File: src/rtl/sdram_seq_pkg.sv
package sdram_seq_pkg;

  typedef enum logic [2:0] {
    CMD_NOP = 3'd0,
    CMD_ACT = 3'd1,
    CMD_RD  = 3'd2,
    CMD_WR  = 3'd3,
    CMD_PRE = 3'd4,
    CMD_REF = 3'd5
  } cmd_e;

  localparam logic [1:0] OP_NONE = 2'b00;
  localparam logic [1:0] OP_RD   = 2'b01;
  localparam logic [1:0] OP_WR   = 2'b10;
  localparam logic [1:0] OP_FRD  = 2'b11;

  // step launched when a wait expires (or straight from idle)
  typedef enum logic [2:0] {
    STEP_PRE,
    STEP_ACT,
    STEP_COL,
    STEP_PREALL,
    STEP_REF,
    STEP_DONE
  } step_e;

  typedef enum logic {
    ST_IDLE,
    ST_WAIT
  } seq_st_e;

  localparam int A10_BIT = 10;

endpackage

File: src/rtl/seq_refresh_timer.sv
module seq_refresh_timer #(
  parameter int REFI = 780
) (
  input  logic clk,
  input  logic rst,
  input  logic ack_i,
  output logic pending_o
);
  localparam int CNT_W = $clog2(REFI + 1);

  logic [CNT_W-1:0] cnt_q;
  logic             pend_q;

  always_ff @(posedge clk) begin
    if (rst) begin
      cnt_q  <= '0;
      pend_q <= 1'b0;
    end else if (ack_i) begin
      cnt_q  <= '0;
      pend_q <= 1'b0;
    end else if (cnt_q == CNT_W'(REFI - 1)) begin
      cnt_q  <= '0;
      pend_q <= 1'b1;
    end else begin
      cnt_q  <= cnt_q + 1'b1;
    end
  end

  assign pending_o = pend_q;

endmodule

File: src/rtl/seq_bank_table.sv
module seq_bank_table
  import sdram_seq_pkg::*;
#(
  parameter int NUM_BANKS = 8,
  parameter int ADDR_W    = 13,
  localparam int BANK_W   = $clog2(NUM_BANKS)
) (
  input  logic              clk,
  input  logic              rst,
  input  logic [2:0]        cmd_i,
  input  logic [BANK_W-1:0] ba_i,
  input  logic [ADDR_W-1:0] addr_i,
  input  logic [BANK_W-1:0] look_bank_i,
  output logic [NUM_BANKS-1:0] open_o,
  output logic [ADDR_W-1:0] look_row_o
);
  logic [ADDR_W-1:0] row_mem [NUM_BANKS];

  // row storage: no reset, single write port, async read
  always_ff @(posedge clk) begin
    if (cmd_i == CMD_ACT) row_mem[ba_i] <= addr_i;
  end

  assign look_row_o = row_mem[look_bank_i];

  for (genvar b = 0; b < NUM_BANKS; b++) begin : g_open
    always_ff @(posedge clk) begin
      if (rst) begin
        open_o[b] <= 1'b0;
      end else if (cmd_i == CMD_ACT && ba_i == BANK_W'(b)) begin
        open_o[b] <= 1'b1;
      end else if (cmd_i == CMD_PRE && (addr_i[A10_BIT] || ba_i == BANK_W'(b))) begin
        open_o[b] <= 1'b0;
      end
    end
  end

endmodule

File: src/rtl/sdram_cmd_seq.sv
module sdram_cmd_seq
  import sdram_seq_pkg::*;
#(
  parameter int NUM_BANKS = 8,
  parameter int ADDR_W    = 13,
  parameter int T_RP      = 3,
  parameter int T_RCD     = 3,
  parameter int T_RFC     = 8,
  parameter int REFI      = 780,
  parameter int INIT_CYC  = 40,
  localparam int BANK_W   = $clog2(NUM_BANKS)
) (
  input  logic              clk,
  input  logic              rst,
  input  logic              req_valid_i,
  output logic              req_ready_o,
  input  logic [1:0]        req_op_i,
  input  logic [BANK_W-1:0] req_bank_i,
  input  logic [ADDR_W-1:0] req_row_i,
  input  logic [ADDR_W-1:0] req_col_i,
  output logic [2:0]        cmd_o,
  output logic [BANK_W-1:0] ba_o,
  output logic [ADDR_W-1:0] addr_o,
  output logic              wr_go_o,
  output logic              rd_go_o,
  output logic              init_done_o
);
  localparam int T_A   = (T_RP > T_RCD) ? T_RP : T_RCD;
  localparam int T_B   = (T_RFC > INIT_CYC) ? T_RFC : INIT_CYC;
  localparam int T_MAX = (T_A > T_B) ? T_A : T_B;
  localparam int CNT_W = $clog2(T_MAX + 1);
  localparam logic [ADDR_W-1:0] A10_MASK = ADDR_W'(1) << A10_BIT;

  seq_st_e           st_q, st_d;
  step_e             step_q, step_d, launch;
  logic [CNT_W-1:0]  wcnt_q, wcnt_d;
  logic [1:0]        op_q, op_d, cur_op;
  logic [BANK_W-1:0] bank_q, bank_d, cur_bank;
  logic [ADDR_W-1:0] row_q, row_d, cur_row;
  logic [ADDR_W-1:0] col_q, col_d, cur_col;
  logic              done_q, done_d;
  cmd_e              cmd_q, cmd_d;
  logic [BANK_W-1:0] ba_q, ba_d;
  logic [ADDR_W-1:0] addr_q, addr_d;
  logic              rd_q, rd_d, wr_q, wr_d;
  logic              fire, ref_ack, ref_pend, accept;
  logic [NUM_BANKS-1:0] open_vec;
  logic [ADDR_W-1:0] look_row;
  logic              bank_open, row_hit;

  seq_refresh_timer #(.REFI(REFI)) u_refresh (
    .clk       (clk),
    .rst       (rst),
    .ack_i     (ref_ack),
    .pending_o (ref_pend)
  );

  seq_bank_table #(.NUM_BANKS(NUM_BANKS), .ADDR_W(ADDR_W)) u_banks (
    .clk         (clk),
    .rst         (rst),
    .cmd_i       (cmd_q),
    .ba_i        (ba_q),
    .addr_i      (addr_q),
    .look_bank_i (req_bank_i),
    .open_o      (open_vec),
    .look_row_o  (look_row)
  );

  assign req_ready_o = (st_q == ST_IDLE) && done_q && !ref_pend;
  assign accept      = req_valid_i && req_ready_o;
  assign bank_open   = open_vec[req_bank_i];
  assign row_hit     = bank_open && (look_row == req_row_i);

  always_comb begin
    st_d     = st_q;
    step_d   = step_q;
    wcnt_d   = wcnt_q;
    op_d     = op_q;
    bank_d   = bank_q;
    row_d    = row_q;
    col_d    = col_q;
    done_d   = done_q;
    cmd_d    = CMD_NOP;
    ba_d     = '0;
    addr_d   = '0;
    rd_d     = 1'b0;
    wr_d     = 1'b0;
    fire     = 1'b0;
    ref_ack  = 1'b0;
    launch   = step_q;
    cur_op   = op_q;
    cur_bank = bank_q;
    cur_row  = row_q;
    cur_col  = col_q;

    case (st_q)
      ST_IDLE: begin
        if (done_q && ref_pend) begin
          fire   = 1'b1;
          launch = (|open_vec) ? STEP_PREALL : STEP_REF;
        end else if (accept) begin
          op_d     = req_op_i;
          bank_d   = req_bank_i;
          row_d    = req_row_i;
          col_d    = req_col_i;
          cur_op   = req_op_i;
          cur_bank = req_bank_i;
          cur_row  = req_row_i;
          cur_col  = req_col_i;
          if (req_op_i != OP_NONE) begin
            fire = 1'b1;
            if (req_op_i == OP_FRD && row_hit) launch = STEP_COL;
            else if (bank_open)                launch = STEP_PRE;
            else                               launch = STEP_ACT;
          end
        end
      end
      default: begin
        if (wcnt_q == '0) fire = 1'b1;
        else              wcnt_d = wcnt_q - 1'b1;
      end
    endcase

    if (fire) begin
      case (launch)
        STEP_PRE: begin
          cmd_d  = CMD_PRE;
          ba_d   = cur_bank;
          st_d   = ST_WAIT;
          wcnt_d = CNT_W'(T_RP - 1);
          step_d = STEP_ACT;
        end
        STEP_ACT: begin
          cmd_d  = CMD_ACT;
          ba_d   = cur_bank;
          addr_d = cur_row;
          st_d   = ST_WAIT;
          wcnt_d = CNT_W'(T_RCD - 1);
          step_d = STEP_COL;
        end
        STEP_COL: begin
          cmd_d  = (cur_op == OP_WR) ? CMD_WR : CMD_RD;
          wr_d   = (cur_op == OP_WR);
          rd_d   = (cur_op != OP_WR);
          ba_d   = cur_bank;
          addr_d = cur_col & ~A10_MASK;
          st_d   = ST_IDLE;
        end
        STEP_PREALL: begin
          cmd_d  = CMD_PRE;
          addr_d = A10_MASK;
          st_d   = ST_WAIT;
          wcnt_d = CNT_W'(T_RP - 1);
          step_d = STEP_REF;
        end
        STEP_REF: begin
          cmd_d   = CMD_REF;
          ref_ack = 1'b1;
          st_d    = ST_WAIT;
          wcnt_d  = CNT_W'(T_RFC - 1);
          step_d  = STEP_DONE;
        end
        default: begin
          st_d   = ST_IDLE;
          done_d = 1'b1;
        end
      endcase
    end
  end

  always_ff @(posedge clk) begin
    if (rst) begin
      st_q   <= ST_WAIT;
      step_q <= STEP_PREALL;
      wcnt_q <= CNT_W'(INIT_CYC - 1);
      done_q <= 1'b0;
      cmd_q  <= CMD_NOP;
      ba_q   <= '0;
      addr_q <= '0;
      rd_q   <= 1'b0;
      wr_q   <= 1'b0;
    end else begin
      st_q   <= st_d;
      step_q <= step_d;
      wcnt_q <= wcnt_d;
      done_q <= done_d;
      cmd_q  <= cmd_d;
      ba_q   <= ba_d;
      addr_q <= addr_d;
      rd_q   <= rd_d;
      wr_q   <= wr_d;
    end
  end

  // request fields only matter once captured; no reset needed
  always_ff @(posedge clk) begin
    op_q   <= op_d;
    bank_q <= bank_d;
    row_q  <= row_d;
    col_q  <= col_d;
  end

  assign cmd_o       = cmd_q;
  assign ba_o        = ba_q;
  assign addr_o      = addr_q;
  assign wr_go_o     = wr_q;
  assign rd_go_o     = rd_q;
  assign init_done_o = done_q;

endmodule

File: config.mk
export PLATFORM = sky130hd
export DESIGN_NAME = sdram_cmd_seq
export DESIGN_NICKNAME = d
export VERILOG_FILES = /design/src/rtl/sdram_seq_pkg.sv /design/src/rtl/seq_refresh_timer.sv /design/src/rtl/seq_bank_table.sv /design/src/rtl/sdram_cmd_seq.sv
export SDC_FILE = /design/constraint.sdc
export NUM_CORES = 1
export LEC_CHECK = 0
export CAP_MARGIN = 5
export CORE_MARGIN = 2
export CORE_UTILIZATION = 30
export CTS_CLUSTER_DIAMETER = 200
export DETAILED_ROUTE_END_ITERATION = 8
export PLACE_DENSITY = 0.51
export SLEW_MARGIN = 20
export SYNTH_ARGS = -nofsm -noshare
export SYNTH_HDL_FRONTEND = slang
export SYNTH_HIERARCHICAL = 1
export SYNTH_SLANG_ARGS = --single-unit
File: constraint.sdc
create_clock -name clk -period 4.7 [get_ports clk]
set_clock_uncertainty 0.1 [all_clocks]
set_input_delay 0.47 -clock clk [delete_from_list [all_inputs] [get_ports clk]]
set_output_delay 0.47 -clock clk [all_outputs]
set_load 0.005 [all_outputs]
== Word-level counts from Yosys, hierarchy flattened ==
Memories as Yosys holds them, arrays and structs flattened.
Index checks and enable logic that the tools add are counted.
Storage, ports and cells
  bits in registers: 82
  bits in writable memories: 104
  word-level logic and storage cells: 165
  memories: 1
Cells by class
  add/subtract/negate cells: 2
  $lt $le $gt $ge: 1
  eq/ne operators: 18
  mux-type cells: 55
  bitwise operators: 6
  reduce and logical (&&, ||, !) cells: 58
Memory list
  u_banks.row_mem: words 8, width 13, read ports 1, clocked after Yosys merged registers in 0, write ports 1, line seq_bank_table.sv:17  | logic [ADDR_W-1:0] row_mem [NUM_BANKS];
Operators with widths (count)
  13-bit 2-to-1 mux: 6
  13-bit case mux with 3 select lines: 1
  1-bit 2-to-1 mux: 29
  3-bit 2-to-1 mux: 8
  3-bit case mux with 4 select lines: 2
  1-bit logical AND: 22
  3-bit == test, second input constant: 6
  6-bit 2-to-1 mux: 3
  2-bit nonzero test: 9
  3-bit OR reduction: 5
  13-bit == test: 1
  3-bit by 2-bit == test with 1-bit output, second input constant: 4
  6-bit case mux with 2 select lines: 1
  10-bit by 1-bit adder with 10-bit output, second input constant: 1
  10-bit == test, second input constant: 1
  3-bit by 1-bit == test with 1-bit output, second input constant: 3
  1-bit logical OR: 8
  2-bit 2-to-1 mux: 4
  8-bit OR reduction: 1
  3-bit zero test: 2
  6-bit zero test: 1
  1-bit inverter: 6
  2-bit OR reduction: 3
  6-bit by 1-bit subtractor with 6-bit output, second input constant: 1
  other kinds (10): 12

== Logic depth before layout (Yosys ltp) ==
  depth after elaboration: 13
  mapped depth: 15
  mapped depth without buffers: 11

== Hierarchy ==
Netlist, hierarchy kept.
Modules (own cells, without submodules)
  seq_bank_table: times used 1, cells an instance 208, area an instance 4478.0 um^2, sequential area each 3283.1 um^2
  sdram_cmd_seq: times used 1, cells an instance 272, area an instance 2730.1 um^2, sequential area each 1241.2 um^2
  seq_refresh_timer: times used 1, cells an instance 52, area an instance 486.7 um^2, sequential area each 220.2 um^2

== Worst setup path before layout ==
No wires, ideal clock.
  path type: input-to-reg
  from: input req_bank_i[0]
  to: register u_refresh.cnt_q[5]
  library setup time: 70 ps
  data arrival time: 3623 ps
  data required time: 4530 ps
  slack: 907 ps
  stages: 15
  cells stage by stage: buf_6 > buf_6 > mux4_1 > mux2_2 > xnor2_1 > nand4_1 > or4_1 > a211o_1 > buf_2 > buf_1 > nand4_1 > inv_1 > nor2_1 > o31ai_4 > a21oi_1
On the way
  word-level cells in the longest chain between the ends: 13
  elaborated cells between the ends (all ways): 16
RTL lines
  start: declaration: line sdram_cmd_seq.sv:18  | input logic [BANK_W-1:0] req_bank_i,
  memory 8 x 13 bit
  net look_row[1]: line sdram_cmd_seq.sv:48  | logic [ADDR_W-1:0] look_row;
  13-bit == test: line sdram_cmd_seq.sv:72  | assign row_hit = bank_open && (look_row == req_row_i);
  1-bit logical AND: line sdram_cmd_seq.sv:72
  1-bit logical AND: line sdram_cmd_seq.sv:112  | if (req_op_i == OP_FRD && row_hit) launch = STEP_COL;
  2-bit 2-to-1 mux: line sdram_cmd_seq.sv:112
  3-bit 2-to-1 mux: line sdram_cmd_seq.sv:110  | if (req_op_i != OP_NONE) begin
  3-bit 2-to-1 mux: line sdram_cmd_seq.sv:101  | end else if (accept) begin
  3-bit 2-to-1 mux: line sdram_cmd_seq.sv:98  | if (done_q && ref_pend) begin
  3-bit 2-to-1 mux: line sdram_cmd_seq.sv:96  | case (st_q)
  3-bit == test: line sdram_cmd_seq.sv:125  | case (launch)
  1-bit 2-to-1 mux: line sdram_cmd_seq.sv:125
  1-bit 2-to-1 mux: line sdram_cmd_seq.sv:124  | if (fire) begin
  net ref_ack: line sdram_cmd_seq.sv:46  | logic fire, ref_ack, ref_pend, accept;
  3-bit OR reduction (no line)
  end signal: assignment: line seq_refresh_timer.sv:25  | cnt_q <= cnt_q + 1'b1;
  end: declaration: line seq_refresh_timer.sv:11  | logic [CNT_W-1:0] cnt_q;
The timed path passes the listed nets, and every way through them passes these cells. The select of a mux whose other input is x is not followed.
A chain may end at the register's enable or synchronous reset.

== Final worst setup path ==
  from: input req_bank_i[0]
  to: register u_refresh.cnt_q[8]
Same word-level chain as after synthesis.

==> metrics.txt <==
outcome=complete, no violations; largest net degree at the start of global routing=33; CTS tree=yes; initial cell density of the core=0.3056; dominant synthesized flop cell=edfxtp_1; Synth cell types=58; Post-DP Area=0.008650 mm²; CP max stage delay=0.68 ns; share of cells above drive strength 1=0.1750; met2 WL post-DR=8346 µm; GRT Residual Overflow=0; final hold violations=0; Root Buffer=clkbuf_16; Max Used Layer=met4; main combinational cell family by area after synthesis=multiplexers; number of synthesized flops with an enable pin=104; die area=0.02695 mm²; ys async rst share=0; Ports=57; most used cell, CP=nand4_1; CTS buffer count=17; xor/xnor share of the synthesized area=0.02163; Worst Tran Pin Value=0.9578 ns; vias=4568; mux share of post-synthesis cell area=0.1748; Pwr Density=349.8 mW/mm²; sequential share of the synthesized area=0.6166; cell count after synthesis=532; slowest CP cell=or4_1; final antenna-violating net count=0; Tcrit/Tclk final=0.9027; drt first pass iters=4; RSZ-0062 raised after global routing=false; synth warn=6; gpl congestion=0.8194; most common cell after layout, fill and taps aside=edfxtp_1; Post-CTS Resized=0; post-DP HPWL=11130 µm; final WL=16710 µm; # DRC=0; Max Cap Viol=0; vias per cell=4.912; min cycle time layout=4.243 ns; Yosys reg bits=185; leakage=3.427 nW; min-delay worst type=register to register; Mapped Nets=568; die height=164.2 µm; Multi-input gate area=0.002815 mm²; global-route wire length before repair=25640 µm; cell taking the most area after synthesis=edfxtp_1; Setup TNS=0 ns; most frequent cells in the layout=edfxtp_1, dfxtp_1, clkdlybuf4s50_1; top post-synthesis cells by area=edfxtp_1, dfxtp_1, mux4_1, mux2_2, mux2i_1; global-route usage over all layers=0.1289; Fmax achieved=235.7 MHz; CP top delay family=simple AND/OR/NAND/NOR gates; Clock Latency Late Sink=0.43 ns; Peak VDD IR=0.2239 mV; diodes inserted=0; Iter 0 DRT Violations=235; die width=164.2 µm; setup bufs post-CTS=0; H-tree levels=4; final net count=623; clock tree sinks=185; max-slew violation count=0; area of the core=0.02518 mm²; register area=0.004745 mm²; final-layout fill cell count=2366; Crit Path Category=input port to register; IO Port Bufs=55; Routed met1 length=7575 µm; worst slack, placed=0.06961 ns; Synth Area per Inst=14.46 µm²; Max-slew headroom=0.3608; Post-Synth Simple-Gate Area=0.1059; Worst EP required=4.95 ns; WP data arrival=4.49 ns; wire per inst=17.96 µm; Crit Path Max Fanout=25; Area Growth Syn to Fin=20.29%; worst-path cell chain=clkdlybuf4s50_1, buf_12, mux4_1, mux2_2, xnor2_1, nand4_1, or4_1, a211o_1, nand4_1, inv_1, nor2_1, o31ai_4, a21oi_1; Synth Area in Compound Gates=0.05463; Rows=58; clk buf depth=2; DP Cell Count=898; Worst-path clk slew=0.07 ns; Final setup viols=0; Adder-Cell Fraction of Synth Area=0.003252; fin worst setup slack=0.4571 ns; Synth Cell Area=0.007695 mm²; metal3 WL=697 µm; Buf/Inv on CP=3; startpoint types=input port; Post-Layout Cell Count=930; vias in the first global route=4533; area share of the largest cell type after synthesis=0.4059; cts hold-fix bufs=0; final instance area=0.009256 mm²; Worst Setup End Kind=register; initial antenna violation count=0
[cell type report]
cell class,count,share of cell area
Sequential cell,185,0.5126
Multi-Input combinational cell,309,0.3041
Timing Repair Buffer,63,0.06867
Clock buffer,17,0.04596
Tap cell,330,0.04461
Clock inverter,15,0.01960
Inverter,11,0.004461
[cell families after synthesis]
family,count (synthesis)
AOI/OAI and AO/OA,55
xor gates and xnor gates,19
adders and majority gates,2
buffers and inverters,38
DFF,185
muxes,85
and+or+nand+nor,148
[stage by stage]
step,util,total power [W],hold WS (ns)
final,0.3676,0.003238,0.3667
after detailed placement,0.3435,0.001841,0.3527
after floorplan,-,0.001789,0.3251
after global routing,0.3676,0.003349,0.3796
after global placement,0.3435,0.001840,0.3413
after CTS,0.3676,0.003275,0.3694
[worst min-delay path: stages, from the launching register on]
cell	delay (ns)
dfxtp_1	0.31
mux2i_1	0.08
inv_1	0.06
[where the power goes]
part | internal, W | switching, W
Combinational | 0.0000573 | 0.0000476
Clock | 0.000766 | 0.000669
Sequential | 0.00169 | 0.00000438
Total | 0.00252 | 0.000721
[routing by layer]
metal,track usage,vias up
met3,0.03207,4
met4,0.02512,0
li1,-,2151
met1,0.1674,2302
met5,0,-
met2,0.2191,111
[Yosys cell counts (3+ instances only)]
master      n
buf_2       5
a21oi_1     6
dfxtp_1    81
o211ai_1    3
and2_1     13
buf_1       3
nor2_1     28
nand3_1     6
inv_1      11
a22o_1      7
mux4_1     24
a221o_1     4
o22ai_1     8
nor3b_1     6
xor2_1      3
clkbuf_1   15
nor2b_1     7
mux4_2      4
mux2i_1    14
mux2_2     43
nor3_1      9
xnor2_1    16
or3_1       5
a32o_1      3
and3b_1     3
edfxtp_1  104
nand4_1     8
nand2_1    37
o21ai_0     7
or4_1       3
nand2b_1    7
buf_6       4
[state kept, by name, summed over array words and instances (netlist names)]
signal,count
step_q,3
col_q,12
init_done_o,1
bank_q,3
u_banks/row_mem,104
wr_go_o,1
u_refresh/pending_o,1
op_q,2
u_banks/open_o,8
ba_o,3
wcnt_q,6
u_refresh/cnt_q,10
addr_o,13
cmd_o,3
rd_go_o,1
row_q,13
st_q,1
[final timing paths]
| path | slack [ns] | cells after the start | to | start |
|---|---|---|---|---|
| min | 0.37 | 2 | row_q[10] | row_q[10] |
| max | 0.46 | 13 | u_refresh/cnt_q[8] | req_bank_i[0] |
| max reg2reg | 0.96 | 11 | u_refresh/cnt_q[8] | u_banks/row_mem[3][1] |
| min reg2reg | 0.37 | 2 | row_q[10] | row_q[10] |
Note: power is estimated with default switching activity, not from simulation.
